===== src/rtl/dls_pkg.sv =====
package dls_pkg;
  typedef enum logic [1:0] {
    ADDR_DATA = 2'd0,
    ADDR_CTRL = 2'd1,
    ADDR_STAT = 2'd2
  } reg_addr_e;

  localparam int unsigned CTRL_STUFF_BIT = 0;
  localparam int unsigned CTRL_IRQEN_BIT = 1;
  localparam int unsigned STAT_EMPTY_BIT = 0;
endpackage


===== src/rtl/dls_regs.sv =====
module dls_regs
  import dls_pkg::*;
#(
  parameter int unsigned DATA_W = 8
) (
  input  logic              clk_i,
  input  logic              rst_ni,
  input  logic              wr_en_i,
  input  logic              rd_en_i,
  input  logic [1:0]        addr_i,
  input  logic [DATA_W-1:0] wdata_i,
  input  logic              byte_done_i,
  output logic [DATA_W-1:0] hold_o,
  output logic              stuff_en_o,
  output logic              irq_en_o,
  output logic              empty_o,
  output logic [DATA_W-1:0] rdata_o
);
  logic [DATA_W-1:0] hold_q;
  logic              stuff_q, irqen_q, empty_q;
  logic              stat_rd;

  assign stat_rd = rd_en_i && (addr_i == ADDR_STAT);

  always_ff @(posedge clk_i or negedge rst_ni) begin
    if (!rst_ni) begin
      hold_q  <= '0;
      stuff_q <= 1'b0;
      irqen_q <= 1'b0;
    end else if (wr_en_i) begin
      if (addr_i == ADDR_DATA) hold_q <= wdata_i;
      if (addr_i == ADDR_CTRL) begin
        stuff_q <= wdata_i[CTRL_STUFF_BIT];
        irqen_q <= wdata_i[CTRL_IRQEN_BIT];
      end
    end
  end

  // set has priority over read-clear
  always_ff @(posedge clk_i or negedge rst_ni) begin
    if (!rst_ni)          empty_q <= 1'b0;
    else if (byte_done_i) empty_q <= 1'b1;
    else if (stat_rd)     empty_q <= 1'b0;
  end

  always_comb begin
    rdata_o = '0;
    unique case (addr_i)
      ADDR_DATA: rdata_o = hold_q;
      ADDR_CTRL: begin
        rdata_o[CTRL_STUFF_BIT] = stuff_q;
        rdata_o[CTRL_IRQEN_BIT] = irqen_q;
      end
      ADDR_STAT: rdata_o[STAT_EMPTY_BIT] = empty_q;
      default:   rdata_o = '0;
    endcase
  end

  assign hold_o     = hold_q;
  assign stuff_en_o = stuff_q;
  assign irq_en_o   = irqen_q;
  assign empty_o    = empty_q;
endmodule


===== src/rtl/dls_shifter.sv =====
module dls_shifter #(
  parameter int unsigned DATA_W = 8,
  localparam int unsigned CNT_W = $clog2(DATA_W)
) (
  input  logic              clk_i,
  input  logic              rst_ni,
  input  logic              slot_i,
  input  logic              stall_i,
  input  logic [DATA_W-1:0] hold_i,
  output logic              bit_o,
  output logic [CNT_W-1:0]  cnt_o,
  output logic              byte_done_o
);
  localparam logic [CNT_W-1:0] LAST = CNT_W'(DATA_W - 1);

  logic [DATA_W-1:0] sh_q;
  logic [CNT_W-1:0]  cnt_q;
  logic              adv;

  assign adv = slot_i && !stall_i;
  // first bit of a byte is taken straight from the holding register
  assign bit_o = (cnt_q == '0) ? hold_i[0] : sh_q[0];
  assign byte_done_o = adv && (cnt_q == LAST);

  always_ff @(posedge clk_i or negedge rst_ni) begin
    if (!rst_ni) begin
      sh_q  <= '0;
      cnt_q <= '0;
    end else if (adv) begin
      sh_q  <= (cnt_q == '0) ? (hold_i >> 1) : (sh_q >> 1);
      cnt_q <= (cnt_q == LAST) ? '0 : cnt_q + 1'b1;
    end
  end

  assign cnt_o = cnt_q;
endmodule


===== src/rtl/dls_stuffer.sv =====
module dls_stuffer #(
  parameter int unsigned RUN_LEN = 5,
  localparam int unsigned RUN_W = $clog2(RUN_LEN + 1)
) (
  input  logic             clk_i,
  input  logic             rst_ni,
  input  logic             en_i,
  input  logic             slot_i,
  input  logic             bit_i,
  output logic             stuff_o,
  output logic             line_o,
  output logic [RUN_W-1:0] ones_o
);
  localparam logic [RUN_W-1:0] FULL = RUN_W'(RUN_LEN);

  logic [RUN_W-1:0] ones_q;

  assign stuff_o = en_i && (ones_q == FULL);
  assign line_o  = stuff_o ? 1'b0 : bit_i;

  always_ff @(posedge clk_i or negedge rst_ni) begin
    if (!rst_ni)            ones_q <= '0;
    else if (slot_i) begin
      if (!line_o)          ones_q <= '0;
      else if (ones_q != FULL) ones_q <= ones_q + 1'b1;
    end
  end

  assign ones_o = ones_q;
endmodule


===== src/rtl/dl_serializer.sv =====
module dl_serializer
  import dls_pkg::*;
#(
  parameter int unsigned DATA_W  = 8,
  parameter int unsigned RUN_LEN = 5,
  localparam int unsigned CNT_W  = $clog2(DATA_W),
  localparam int unsigned RUN_W  = $clog2(RUN_LEN + 1)
) (
  input  logic              clk_i,
  input  logic              rst_ni,
  input  logic              slot_i,
  input  logic              wr_en_i,
  input  logic              rd_en_i,
  input  logic [1:0]        addr_i,
  input  logic [DATA_W-1:0] wdata_i,
  output logic [DATA_W-1:0] rdata_o,
  output logic              dl_bit_o,
  output logic              irq_no
);
  logic [DATA_W-1:0] hold;
  logic              stuff_en, irq_en, empty_q;
  logic              data_bit, stuff_now, byte_done;
  logic [CNT_W-1:0]  bit_cnt;
  logic [RUN_W-1:0]  ones_cnt;

  dls_regs #(.DATA_W(DATA_W)) u_regs (
    .clk_i       (clk_i),
    .rst_ni      (rst_ni),
    .wr_en_i     (wr_en_i),
    .rd_en_i     (rd_en_i),
    .addr_i      (addr_i),
    .wdata_i     (wdata_i),
    .byte_done_i (byte_done),
    .hold_o      (hold),
    .stuff_en_o  (stuff_en),
    .irq_en_o    (irq_en),
    .empty_o     (empty_q),
    .rdata_o     (rdata_o)
  );

  dls_shifter #(.DATA_W(DATA_W)) u_shift (
    .clk_i       (clk_i),
    .rst_ni      (rst_ni),
    .slot_i      (slot_i),
    .stall_i     (stuff_now),
    .hold_i      (hold),
    .bit_o       (data_bit),
    .cnt_o       (bit_cnt),
    .byte_done_o (byte_done)
  );

  dls_stuffer #(.RUN_LEN(RUN_LEN)) u_stuff (
    .clk_i   (clk_i),
    .rst_ni  (rst_ni),
    .en_i    (stuff_en),
    .slot_i  (slot_i),
    .bit_i   (data_bit),
    .stuff_o (stuff_now),
    .line_o  (dl_bit_o),
    .ones_o  (ones_cnt)
  );

  assign irq_no = !(empty_q && irq_en);
endmodule


===== config.mk =====
export PLATFORM = sky130hd
export DESIGN_NAME = dl_serializer
export DESIGN_NICKNAME = d
export VERILOG_FILES = /design/src/rtl/dls_pkg.sv /design/src/rtl/dls_regs.sv /design/src/rtl/dls_shifter.sv /design/src/rtl/dls_stuffer.sv /design/src/rtl/dl_serializer.sv
export SDC_FILE = /design/constraint.sdc
export NUM_CORES = 1
export LEC_CHECK = 0
export BUFFER_PORTS_ARGS = -buffer_cell sky130_fd_sc_hd__buf_4
export CORE_MARGIN = 8
export CORE_UTILIZATION = 48
export DETAILED_ROUTE_END_ITERATION = 8
export GPL_ROUTABILITY_DRIVEN = 0
export PLACE_DENSITY = 0.74
export SLEW_MARGIN = 15
export SYNTH_ARGS = -nofsm -noshare
export SYNTH_HDL_FRONTEND = slang
export SYNTH_SLANG_ARGS = --single-unit

===== constraint.sdc =====
create_clock -name clk_i -period 1.5 [get_ports clk_i]
set_input_delay 0.3 -clock clk_i [delete_from_list [all_inputs] [get_ports clk_i]]
set_output_delay 0.3 -clock clk_i [all_outputs]
set_load 0.05 [all_outputs]

=== Word-level counts from Yosys, hierarchy flattened ===
Index checks and enable logic that the tools add are counted.

* Register bits: 25
* Output and inout bits: 10
* Logic and storage cells: 39

* Add/subtract/negate cells: 2
* Eq/ne operators: 6
* Mux-type cells: 11
* Reductions and logical operators: 13

{| class="wikitable"
|+ Operators with widths
! kind !! count
|-
| two-way mux 3 bit || 3
|-
| two-way mux 7 bit || 1
|-
| adder 3 x 1 -> 3 bit (second input constant) || 2
|-
| equality test 3 bit (second input constant) || 2
|-
| two-way mux 6 bit || 1
|-
| AND reduction 2 bit || 3
|-
| logical AND 1 bit || 5
|-
| two-way mux 1 bit || 4
|-
| zero test 3 bit || 1
|-
| inequality test 3 bit (second input constant) || 1
|-
| case mux 1 bit (3 select lines) || 1
|-
| equality test 2 x 1 -> 1 bit (second input constant) || 1
|-
| equality test 2 bit (second input constant) || 1
|-
| zero test 1 bit || 2
|-
| zero test 2 bit || 1
|-
| inequality test 2 x 1 -> 1 bit (second input constant) || 1
|-
| case mux 1 bit (2 select lines) || 1
|-
| nonzero test 2 bit || 1
|}

=== Longest topological paths before layout ===
Gate-level depths: netlist of the first run.

* Depth in word-level cells: 6
* Gate-level depth with buffers: 7
* Depth with buffers taken out: 6

=== By module ===
Synthesis of the first run repeated with hierarchy kept, for this count alone.

* Cells, all modules: 111
* Area total of the unflattened synthesis: 1275.0 um^2

{| class="wikitable"
|+ By module, submodules not included
! module !! times used !! cells each !! area an instance (um^2) !! seq. area each (um^2)
|-
| dls_shifter || 1 || 50 || 533.0 || 250.2
|-
| dls_regs || 1 || 38 || 518.0 || 275.3
|-
| dls_stuffer || 1 || 22 || 220.2 || 75.1
|-
| dl_serializer || 1 || 1 || 3.8 || 0.0
|}

=== Worst setup path after synthesis of the first run ===
OpenSTA, ideal clock, no wires.

* Path type: register to output
* From: register u_shift.cnt_q[0], in the netlist u_shift.cnt_o[0]
* To: output port dl_bit_o
* Data arrival time: 1755 ps
* Slack: -555 ps
* Stages on the path, launching flop included: 7
* Path through: dfrtp_1 -> inv_1 -> ha_1 -> nor2b_2 -> buf_6 -> mux2i_2 -> nor2b_1

* Cells in the longest elaborated chain, start to end: 3

{| class="wikitable"
|+ RTL lines
! element !! line !! text
|-
| start: declaration || dls_shifter.sv:17 || <nowiki>logic [CNT_W-1:0] cnt_q;</nowiki>
|-
| start signal: assignment || dls_shifter.sv:31 || <nowiki>cnt_q <= (cnt_q == LAST) ? '0 : cnt_q + 1'b1;</nowiki>
|-
| zero test 3 bit || dls_shifter.sv:22 || <nowiki>assign bit_o = (cnt_q == '0) ? hold_i[0] : sh_q[0];</nowiki>
|-
| two-way mux 1 bit || dls_shifter.sv:22 ||
|-
| two-way mux 1 bit || dls_stuffer.sv:19 || <nowiki>assign line_o = stuff_o ? 1'b0 : bit_i;</nowiki>
|-
| end: declaration || dl_serializer.sv:17 || <nowiki>output logic dl_bit_o,</nowiki>
|}

Every way passes these cells.

=== Final worst setup path of the first run ===
* From: register u_shift.cnt_q[1], in the netlist u_shift.cnt_o[1]
* To: output port dl_bit_o

The elaborated chain is that of the path after synthesis.

==> metrics.md, run 1 <==
| Metric | Value |
|---|---|
| CP peak stage delay | `410 ps` |
| Maximum fanout along the worst path | `2` |
| Slowest cell on the critical path | `dfrtp_1` |
| Initial antenna violation count | `0` |
| Reg clk slew, reported paths | `130 ps` |
| Synth top area share | `49.64%` |
| Peak supply drop | `0.0008917 V` |
| Async set or reset register ratio after synthesis | `100.0%` |
| Hold_sp | `wdata_i[2]` |
| Final setup margin | `-405.2 ps` |
| Iteration-0 DRC count of the detailed router | `33` |
| All-Layer GR Usage | `12.16%` |
| Fin nets | `162` |
| H-tree depth | `1` |
| Drt via density | `5.271` |
| Syn_nets | `127` |
| Skew-Pair Late Insertion Delay | `310 ps` |
| Detail Route Antenna Nets | `0` |
| Die height | `66.21 um` |
| Synth Flop Type | `dfrtp_1` |
| Met1 Use GR | `14.47%` |
| Most common cell after layout, fill and taps aside | `buf_4` |
| # diodes | `0` |
| Clock buffer depth | `2` |
| Crit end category | `output pin` |
| Gr busiest metal | `met2` |
| Fraction of layout instances using a drive strength above 1 | `42.86%` |
| Num Clock Sinks | `24` |
| Critical path, cell by cell | `inv_1 > ha_2 > nor2b_4 > mux2i_2 > nor2b_2 > buf_6` |
| Synth Warn # | `0` |
| Vias in the first global route | `935` |
| Max-Cap Viols | `0` |
| Leakage power | `0.7224 nW` |
| CP Buf/Inv Count | `2` |
| Synth Area in Simple Gates | `14.48%` |
| Cell Area, Placed | `0.001449 mm^2` |
| Synth Cell Area | `0.001210 mm^2` |
| Design area | `0.001553 mm^2` |
| Total CTS buffers | `3` |
| Sequential cell area fraction in the yosys report | `49.64%` |
| Pre-antenna DRT Iters | `2` |
| RSZ-0062 raised after global routing | `yes` |
| Layout Cells excl Fill | `170` |
| Die area | `0.004383 mm^2` |
| CTS tree | `yes` |
| Grt met2 use | `19.90%` |
| Wirelength per Cell | `14.76 um` |
| Rows | `18` |
| Relative slew slack | `74.56%` |
| Post-synthesis xor/xnor area fraction | `0%` |
| Overflow left after global routing | `0` |
| Post-Syn Instances | `107` |
| Req. time, crit path | `1200 ps` |
| R2R Setup Slk | `-70 ps` |
| Pre-CTS setup slack | `-31.34 ps` |
| Syn Area/Cell | `11.31 um^2` |
| Reg2reg start | `u_shift.cnt_o[1]` |
| Post-synthesis adder-cell area fraction | `5.171%` |
| Seq cells post-synth | `24` |
| Core ar. | `0.002432 mm^2` |
| CP startpoint kind | `flip-flop` |
| Final setup vio count | `4` |
| Port bufs | `24` |
| Worst path arrival time | `1610 ps` |
| Yosys top cell by area | `dfrtp_1` |
| Fin util | `63.84%` |
| Slew Limit Fails | `0` |
| Total number of vias | `896` |
| Failing checks | `setup timing` |
| Crit path max-delay family | `flip-flops` |
| CP Class | `flip-flop to output pin` |
| I/O Pins | `25` |
| Fin crit share | `127.0%` |
| Overall Power | `2.340 mW` |
| Fmax | `524.9 MHz` |
| DRC Markers | `0` |
| Worst R2R End | `u_stuff.ones_o[2]` |
| Worst Skew | `5.645 ps` |
| Layout area overhead | `28.34%` |
| Number of flops mapped to enable cells by yosys | `0` |
| Die width | `66.21 um` |
| Largest net degree at the start of global routing | `25` |
| Crit path time final | `1905 ps` |
| Drt total wl | `2510 um` |
| Worst Hold Depth | `2` |
| Estimated wirelength of the detail-placed design | `1803 um` |
| WHS Endpoint | `u_regs.hold_o[2]` |
| Worst-Margin Slew | `381.6 ps` |
| Yosys cell types | `25` |
| Commonest non-fill, non-tap cells in the layout | `buf_4, dfrtp_1, nand2_1` |
| Global-route wire length before repair | `4188 um` |
| Worst r2r path cells | `7` |
| Synth Area in Compound Gates | `8.687%` |
| Dpl cells | `163` |
| Top post-synthesis cells by area | `dfrtp_1, mux2_2, mux2i_1` |
| Initial Utilization | `49.74%` |
| Largest family of logic cells by synthesized area | `multiplexers` |
| Pwr/cell area | `1507 mW/mm^2` |
| Hold crit path type | `primary input to flip-flop` |
| Status | `complete, but fails checks` |
| Multiplexer area fraction after synthesis | `18.92%` |
| Met3 Use GR | `3.729%` |
| Final hold violations | `0` |
| Root buf cell | `clkbuf_4` |
layer usage:
layer	share of wire (%)	vias up
met5	0	-
met4	1.2	0
met3	6.5	4
met2	50	21
met1	43	433
li1	-	438
area by class of cell:
| class | count | area, um^2 |
|---|---|---|
| Clock buffer | 3 | 22.52 |
| Sequential cell | 24 | 601.8 |
| Tap cell | 30 | 37.54 |
| Multi-Input combinational cell | 76 | 610.6 |
| Timing Repair Buffer | 34 | 269.0 |
| Fill cell | 203 | 879.6 |
| Inverter | 3 | 11.26 |
where the power goes:
part           switching (mW)  leakage (nW)  internal (mW)
Combinational           0.524         0.409          0.520
Sequential              0.164         0.299          0.851
Clock                   0.187        0.0138         0.0940
Total                   0.875         0.722           1.46
state kept, by name (all words and copies together), names as in the netlist:
| name | cells |
|---|---|
| u_shift.sh_q | 7 |
| u_shift.cnt_o | 3 |
| u_regs.stuff_en_o | 1 |
| u_regs.empty_o | 1 |
| u_regs.hold_o | 8 |
| u_regs.irq_en_o | 1 |
| u_stuff.ones_o | 3 |
cell usage after synthesis (2+ instances only):
| cell type | number |
|---|---|
| o21ai_0 | 9 |
| mux2_2 | 12 |
| nand2_1 | 15 |
| nor2b_1 | 2 |
| inv_1 | 3 |
| mux2i_1 | 8 |
| nand3b_1 | 3 |
| a21o_1 | 2 |
| buf_2 | 2 |
| and2_1 | 7 |
| nor3_1 | 2 |
| ha_1 | 5 |
| o2bb2ai_1 | 2 |
| dfrtp_1 | 24 |
metrics by stage:
step | hold WS [ps] | setup TNS [ps]
floorplan | 4.409 | -422.4
global placement | 216.3 | -3.239
detailed placement | 217.1 | -71.18
CTS | 199.5 | -542.7
global route | 191.5 | -803.2
finish | 206.4 | -595.5
what timing repair did:
action                                  4_1_cts  5_1_grt
setup buffers                                 3        3
resized for setup                             7        6
hold endpoints to repair                     24        0
hold buffers                                  1        0
pin swaps                                     2        4
endpoints found under the setup margin        5       14
logic make-up (layout without fill, tap and decap cells):
logic type	Yosys count	after routing
simple gates	34	34
flops	24	24
mux	21	21
compound gates	16	16
buf+inv	7	40
fa+ha+maj	5	5
worst max path at each step:
stage | start | endpoint | slack (ps) | cells after the start
4_1_cts | u_shift.cnt_o[0] | dl_bit_o | -350 | 6
6_report | u_shift.cnt_o[1] | dl_bit_o | -410 | 6
3_5_place_dp | u_shift.cnt_o[0] | dl_bit_o | -30 | 6
2_1_floorplan | u_shift.cnt_o[0] | dl_bit_o | -300 | 6
5_1_grt | u_shift.cnt_o[1] | dl_bit_o | -460 | 6
3_3_place_gp | u_shift.cnt_o[0] | dl_bit_o | -3 | 6
Power figures use the tool's default switching activity.
==> run 2: changes to the inputs <==
SKIP_CTS_REPAIR_TIMING = 1   (was default)
==> run 2 against run 1 <==
Effect of this change:
- core utilization is 0.82 points lower
- cell count is 1.2% lower
- critical path type unchanged
- combinational power is 5% lower
- largest cell class unchanged
- the flow still finishes with violations (setup timing)
- setup slack better by 38 ps
- global-route usage is 0.42 points lower
==> metrics.md, run 2 (same netlist as run 1, synthesis figures left out) <==
| Metric | Value |
|---|---|
| Global-route wire length before repair | `4043 um (was 4188 um)` |
| Layout area overhead | `26.68% (was 28.34%)` |
| Peak supply drop | `0.0009394 V (was 0.0008917 V)` |
| Critical path, cell by cell | `inv_1 > ha_1 > nor2b_4 > mux2i_2 > nor2b_2 > buf_6 (was inv_1 > ha_2 > nor2b_4 > mux2i_2 > nor2b_2 > buf_6)` |
| Fraction of layout instances using a drive strength above 1 | `40.58% (was 42.86%)` |
| Fin util | `63.01% (was 63.84%)` |
| Overflow left after global routing | `0 (unchanged)` |
| Fmax | `535.5 MHz (was 524.9 MHz)` |
| Slew Limit Fails | `0 (unchanged)` |
| Cell Area, Placed | `0.001449 mm^2 (unchanged)` |
| Initial antenna violation count | `0 (unchanged)` |
| Worst R2R End | `u_stuff.ones_o[2] (unchanged)` |
| Worst r2r path cells | `7 (unchanged)` |
| Slowest cell on the critical path | `dfrtp_1 (unchanged)` |
| Worst path arrival time | `1570 ps (was 1610 ps)` |
| Most common cell after layout, fill and taps aside | `buf_4 (unchanged)` |
| Worst Hold Depth | `2 (unchanged)` |
| Pre-antenna DRT Iters | `2 (unchanged)` |
| Pwr/cell area | `1490 mW/mm^2 (was 1507 mW/mm^2)` |
| Crit path time final | `1867 ps (was 1905 ps)` |
| Clock buffer depth | `2 (unchanged)` |
| Final hold violations | `0 (unchanged)` |
| Final setup margin | `-367.4 ps (was -405.2 ps)` |
| Fin nets | `160 (was 162)` |
| Largest net degree at the start of global routing | `25 (unchanged)` |
| CP peak stage delay | `410 ps (about the same)` |
| Req. time, crit path | `1200 ps (about the same)` |
| Total CTS buffers | `3 (unchanged)` |
| RSZ-0062 raised after global routing | `yes (unchanged)` |
| Maximum fanout along the worst path | `2 (unchanged)` |
| Iteration-0 DRC count of the detailed router | `19 (was 33)` |
| Design area | `0.001533 mm^2 (was 0.001553 mm^2)` |
| # diodes | `0 (unchanged)` |
| Wirelength per Cell | `14.39 um (was 14.76 um)` |
| Skew-Pair Late Insertion Delay | `310 ps (about the same)` |
| Drt total wl | `2418 um (was 2510 um)` |
| All-Layer GR Usage | `11.74% (was 12.16%)` |
| WHS Endpoint | `u_regs.hold_o[2] (unchanged)` |
| Estimated wirelength of the detail-placed design | `1803 um (unchanged)` |
| Relative slew slack | `74.27% (was 74.56%)` |
| Detail Route Antenna Nets | `0 (unchanged)` |
| Initial Utilization | `49.74% (unchanged)` |
| I/O Pins | `25 (unchanged)` |
| Drt via density | `5.250 (was 5.271)` |
| Hold crit path type | `primary input to flip-flop (unchanged)` |
| Max-Cap Viols | `0 (unchanged)` |
| DRC Markers | `0 (unchanged)` |
| Crit end category | `output pin (unchanged)` |
| Reg2reg start | `u_shift.cnt_o[0] (was u_shift.cnt_o[1])` |
| Max reg flops | `8 (unchanged)` |
| Rows | `18 (unchanged)` |
| Worst-Margin Slew | `385.9 ps (was 381.6 ps)` |
| Die width | `66.21 um (unchanged)` |
| Final setup vio count | `4 (unchanged)` |
| Hold_sp | `wdata_i[2] (unchanged)` |
| Num Clock Sinks | `24 (unchanged)` |
| CP startpoint kind | `flip-flop (unchanged)` |
| Root buf cell | `clkbuf_4 (unchanged)` |
| H-tree depth | `1 (unchanged)` |
| Die area | `0.004383 mm^2 (unchanged)` |
| Commonest non-fill, non-tap cells in the layout | `buf_4, dfrtp_1, nand2_1 (unchanged)` |
| Reg clk slew, reported paths | `130 ps (about the same)` |
| Failing checks | `setup timing (unchanged)` |
| Leakage power | `0.7138 nW (was 0.7224 nW)` |
| CTS tree | `yes (unchanged)` |
| CP Class | `flip-flop to output pin (unchanged)` |
| Total number of vias | `882 (was 896)` |
| Port bufs | `24 (unchanged)` |
| Core ar. | `0.002432 mm^2 (unchanged)` |
| Fin crit share | `124.5% (was 127.0%)` |
| Vias in the first global route | `903 (was 935)` |
| Status | `complete, but fails checks (unchanged)` |
| R2R Setup Slk | `-60 ps (was -70 ps)` |
| Worst Skew | `4.606 ps (was 5.645 ps)` |
| Die height | `66.21 um (unchanged)` |
==> run 2: worst max-delay path, delay by kind of cell (launching register included) <==
family        cells  cell delay (ps)
fa+ha+maj         1              150
mux               1              250
flops             1              410
buf+inv           2              210
simple gates      2              240
==> run 2: final cells by class <==
class	instances	area (um^2)
Clock buffer	3	22.52
Timing Repair Buffer	32	254.0
Multi-Input combinational cell	76	605.6
Fill cell	209	899.6
Tap cell	30	37.54
Inverter	3	11.26
Sequential cell	24	601.8
==> run 2: how the worst max path moves through the flow <==
stage / startpoint / end / slack [ps] / cells after the start
2_1_floorplan: u_shift.cnt_o[0] / dl_bit_o / -300 / 6
3_3_place_gp: u_shift.cnt_o[0] / dl_bit_o / -3 / 6
3_5_place_dp: u_shift.cnt_o[0] / dl_bit_o / -30 / 6
4_1_cts: u_shift.cnt_o[0] / dl_bit_o / -410 / 6
5_1_grt: u_shift.cnt_o[0] / dl_bit_o / -460 / 6
6_report: u_shift.cnt_o[0] / dl_bit_o / -370 / 6
==> run 2: metrics by stage <==
| stage | setup WS [ps] | power, mW | instances | setup TNS (ps) | hold slack [ps] |
|---|---|---|---|---|---|
| after floorplan | -301.9 | 1.638 | 107 | -422.4 | 4.409 |
| after global placement | -3.239 | 1.889 | 163 | -3.239 | 216.3 |
| after detailed placement | -31.34 | 1.933 | 163 | -71.18 | 217.1 |
| after CTS | -406.5 | 2.215 | 166 | -541.1 | -139.4 |
| after global routing | -458.4 | 2.446 | 168 | -831.8 | 191.5 |
| final | -367.4 | 2.284 | 168 | -487.2 | 207.8 |
==> run 2: layer usage <==
layer | vias up | wire length, um | global-route usage, %
li1 | 434 | - | -
met1 | 423 | 1058 | 13.87
met2 | 21 | 1166 | 19.06
met3 | 4 | 163 | 3.898
met4 | 0 | 29 | 4.800
met5 | - | 0 | 0
==> run 2: power by group <==
group | switching, mW | total, mW | internal (mW)
combinational | 0.505 | 0.992 | 0.487
clock | 0.187 | 0.281 | 0.0940
sequential | 0.161 | 1.01 | 0.851
total | 0.853 | 2.28 | 1.43
==> run 3: changes to the inputs <==
CORE_ASPECT_RATIO = 0.75   (was default)
==> run 3 against run 2 <==
Effect of this change:
- the flow still finishes with violations (setup timing)
- combinational power hardly changed
- cell count grew 3.0%
- setup slack worse by 27 ps
- clock power shrank 4%
- non-clock buffer count grew 1
- global-route usage rose by 0.96 points
- sequential power barely moved
- wire length rose by 5.6%
- core utilization grew 2.5 points
- first-iteration DRC count increased by 68%
- sequential share of layout area shrank 0.13 points
- maximum frequency fell by 1.4%
- largest power group unchanged
==> metrics.md, run 3 (same netlist as run 1, synthesis figures left out) <==
| Metric | Value |
|---|---|
| Status | `complete, but fails checks (unchanged)` |
| Fmax | `527.9 MHz (was 535.5 MHz)` |
| Fraction of layout instances using a drive strength above 1 | `41.01% (was 40.58%)` |
| Vias in the first global route | `919 (was 903)` |
| Drt via density | `5.069 (was 5.250)` |
| CP startpoint kind | `flip-flop (unchanged)` |
| Maximum fanout along the worst path | `2 (unchanged)` |
| Hold crit path type | `primary input to flip-flop (unchanged)` |
| Wirelength per Cell | `14.76 um (was 14.39 um)` |
| Final hold violations | `0 (unchanged)` |
| Initial Utilization | `51.57% (was 49.74%)` |
| Crit path time final | `1894 ps (was 1867 ps)` |
| # diodes | `0 (unchanged)` |
| DRC Markers | `0 (unchanged)` |
| Final setup margin | `-394.3 ps (was -367.4 ps)` |
| RSZ-0062 raised after global routing | `yes (unchanged)` |
| Pwr/cell area | `1492 mW/mm^2 (was 1490 mW/mm^2)` |
| Total CTS buffers | `3 (unchanged)` |
| CP Class | `flip-flop to output pin (unchanged)` |
| Overflow left after global routing | `0 (unchanged)` |
| Slew Limit Fails | `0 (unchanged)` |
| Root buf cell | `clkbuf_4 (unchanged)` |
| Fin nets | `161 (was 160)` |
| Max-Cap Viols | `0 (unchanged)` |
| Largest net degree at the start of global routing | `25 (unchanged)` |
| Die area | `0.004400 mm^2 (was 0.004383 mm^2)` |
| Max reg flops | `8 (unchanged)` |
| Design area | `0.001538 mm^2 (was 0.001533 mm^2)` |
| Num Clock Sinks | `24 (unchanged)` |
| Hold Worst Slack | `217.3 ps (was 207.8 ps)` |
| Layout Cells excl Fill | `173 (was 168)` |
| Leakage power | `0.7166 nW (was 0.7138 nW)` |
| Dpl cells | `167 (was 163)` |
| Iteration-0 DRC count of the detailed router | `32 (was 19)` |
| H-tree depth | `1 (unchanged)` |
| Worst Skew | `3.354 ps (was 4.606 ps)` |
| Detail Route Antenna Nets | `0 (unchanged)` |
| Total number of vias | `877 (was 882)` |
| Layout area overhead | `27.09% (was 26.68%)` |
| Core ar. | `0.002346 mm^2 (was 0.002432 mm^2)` |
| Relative slew slack | `73.60% (was 74.27%)` |
| Pre-antenna DRT Iters | `4 (was 2)` |
| Area of the multi-input gates | `601.8 um^2 (was 605.6 um^2)` |
| Port bufs | `24 (unchanged)` |
| Estimated wirelength of the detail-placed design | `1913 um (was 1803 um)` |
| Drt total wl | `2554 um (was 2418 um)` |
| Crit end category | `output pin (unchanged)` |
| Initial antenna violation count | `0 (unchanged)` |
| Commonest non-fill, non-tap cells in the layout | `buf_4, dfrtp_1, nand2_1 (unchanged)` |
| Die height | `59.48 um (was 66.21 um)` |
| Worst-Margin Slew | `396.0 ps (was 385.9 ps)` |
| Fin util | `65.55% (was 63.01%)` |
| Skew-Pair Late Insertion Delay | `310 ps (about the same)` |
| R2R Setup Slk | `-60 ps (about the same)` |
| Most common cell after layout, fill and taps aside | `buf_4 (unchanged)` |
| Reg clk slew, reported paths | `120 ps (was 130 ps)` |
| Req. time, crit path | `1200 ps (about the same)` |
| Worst path arrival time | `1590 ps (was 1570 ps)` |
| Global-route wire length before repair | `4333 um (was 4043 um)` |
| Rows | `15 (was 18)` |
| Die width | `73.97 um (was 66.21 um)` |
| Fill count | `180 (was 209)` |
| Fin crit share | `126.3% (was 124.5%)` |
| Clock buffer depth | `2 (unchanged)` |
| CTS tree | `yes (unchanged)` |
| Final setup vio count | `4 (unchanged)` |
| I/O Pins | `25 (unchanged)` |
| Peak supply drop | `0.0009175 V (was 0.0009394 V)` |
| Cell Area, Placed | `0.001454 mm^2 (was 0.001449 mm^2)` |
| Register area | `601.8 um^2 (unchanged)` |
| Failing checks | `setup timing (unchanged)` |
| All-Layer GR Usage | `12.70% (was 11.74%)` |
run 3: path summary, 6_finish.rpt:
| kind | startpoint | end | cells after the start |
|---|---|---|---|
| setup / recovery | u_shift.cnt_o[1] | dl_bit_o | 6 |
| hold / removal | wdata_i[3] | u_regs.hold_o[3] | 2 |
| setup reg to reg | u_shift.cnt_o[1] | u_stuff.ones_o[2] | 7 |
| hold reg to reg | u_shift.sh_q[6] | u_shift.sh_q[6] | 2 |
| max in group asynchronous | rst_ni | u_regs.stuff_en_o | 2 |
| min in group asynchronous | rst_ni | u_shift.cnt_o[1] | 2 |
run 3: area by class of cell:
type                    count  area share [%]
repair buffers             33           16.76
clock buffers               3           1.465
flip-flops and latches     24           39.14
well taps                  34           2.766
multi-input cells          76           39.14
inverters                   3          0.7323
run 3: metrics by stage:
stage	power [mW]	worst slack, ps	TNS, ps
after floorplan	1.638	-301.9	-422.4
after detailed placement	1.942	-52.31	-105.9
after global routing	2.448	-473.7	-885.5
after CTS	2.207	-414.0	-582.5
final	2.295	-394.3	-541.0
after global placement	1.900	-11.85	-11.85
run 3: worst max-delay path, stage by stage, from the launching register on:
cell and delay [ps]:
dfrtp_1 410, inv_1 80, ha_2 170, nor2b_4 160, mux2i_2 250, nor2b_2 70
buf_6 150
run 3: power by group:
part           total [mW]  switching [mW]  internal [mW]
clock               0.271           0.177         0.0938
sequential           1.01           0.160          0.851
combinational        1.01           0.519          0.493
run 3: layer usage:
metal  part of all wire, %  vias to the layer above  GRT usage (%)
met3                   4.8                        2          5.405
met2                    46                       16          20.13
met5                     0                        -              0
met4                  0.51                        0          1.700
met1                    49                      426          15.90
li1                      -                      433              -
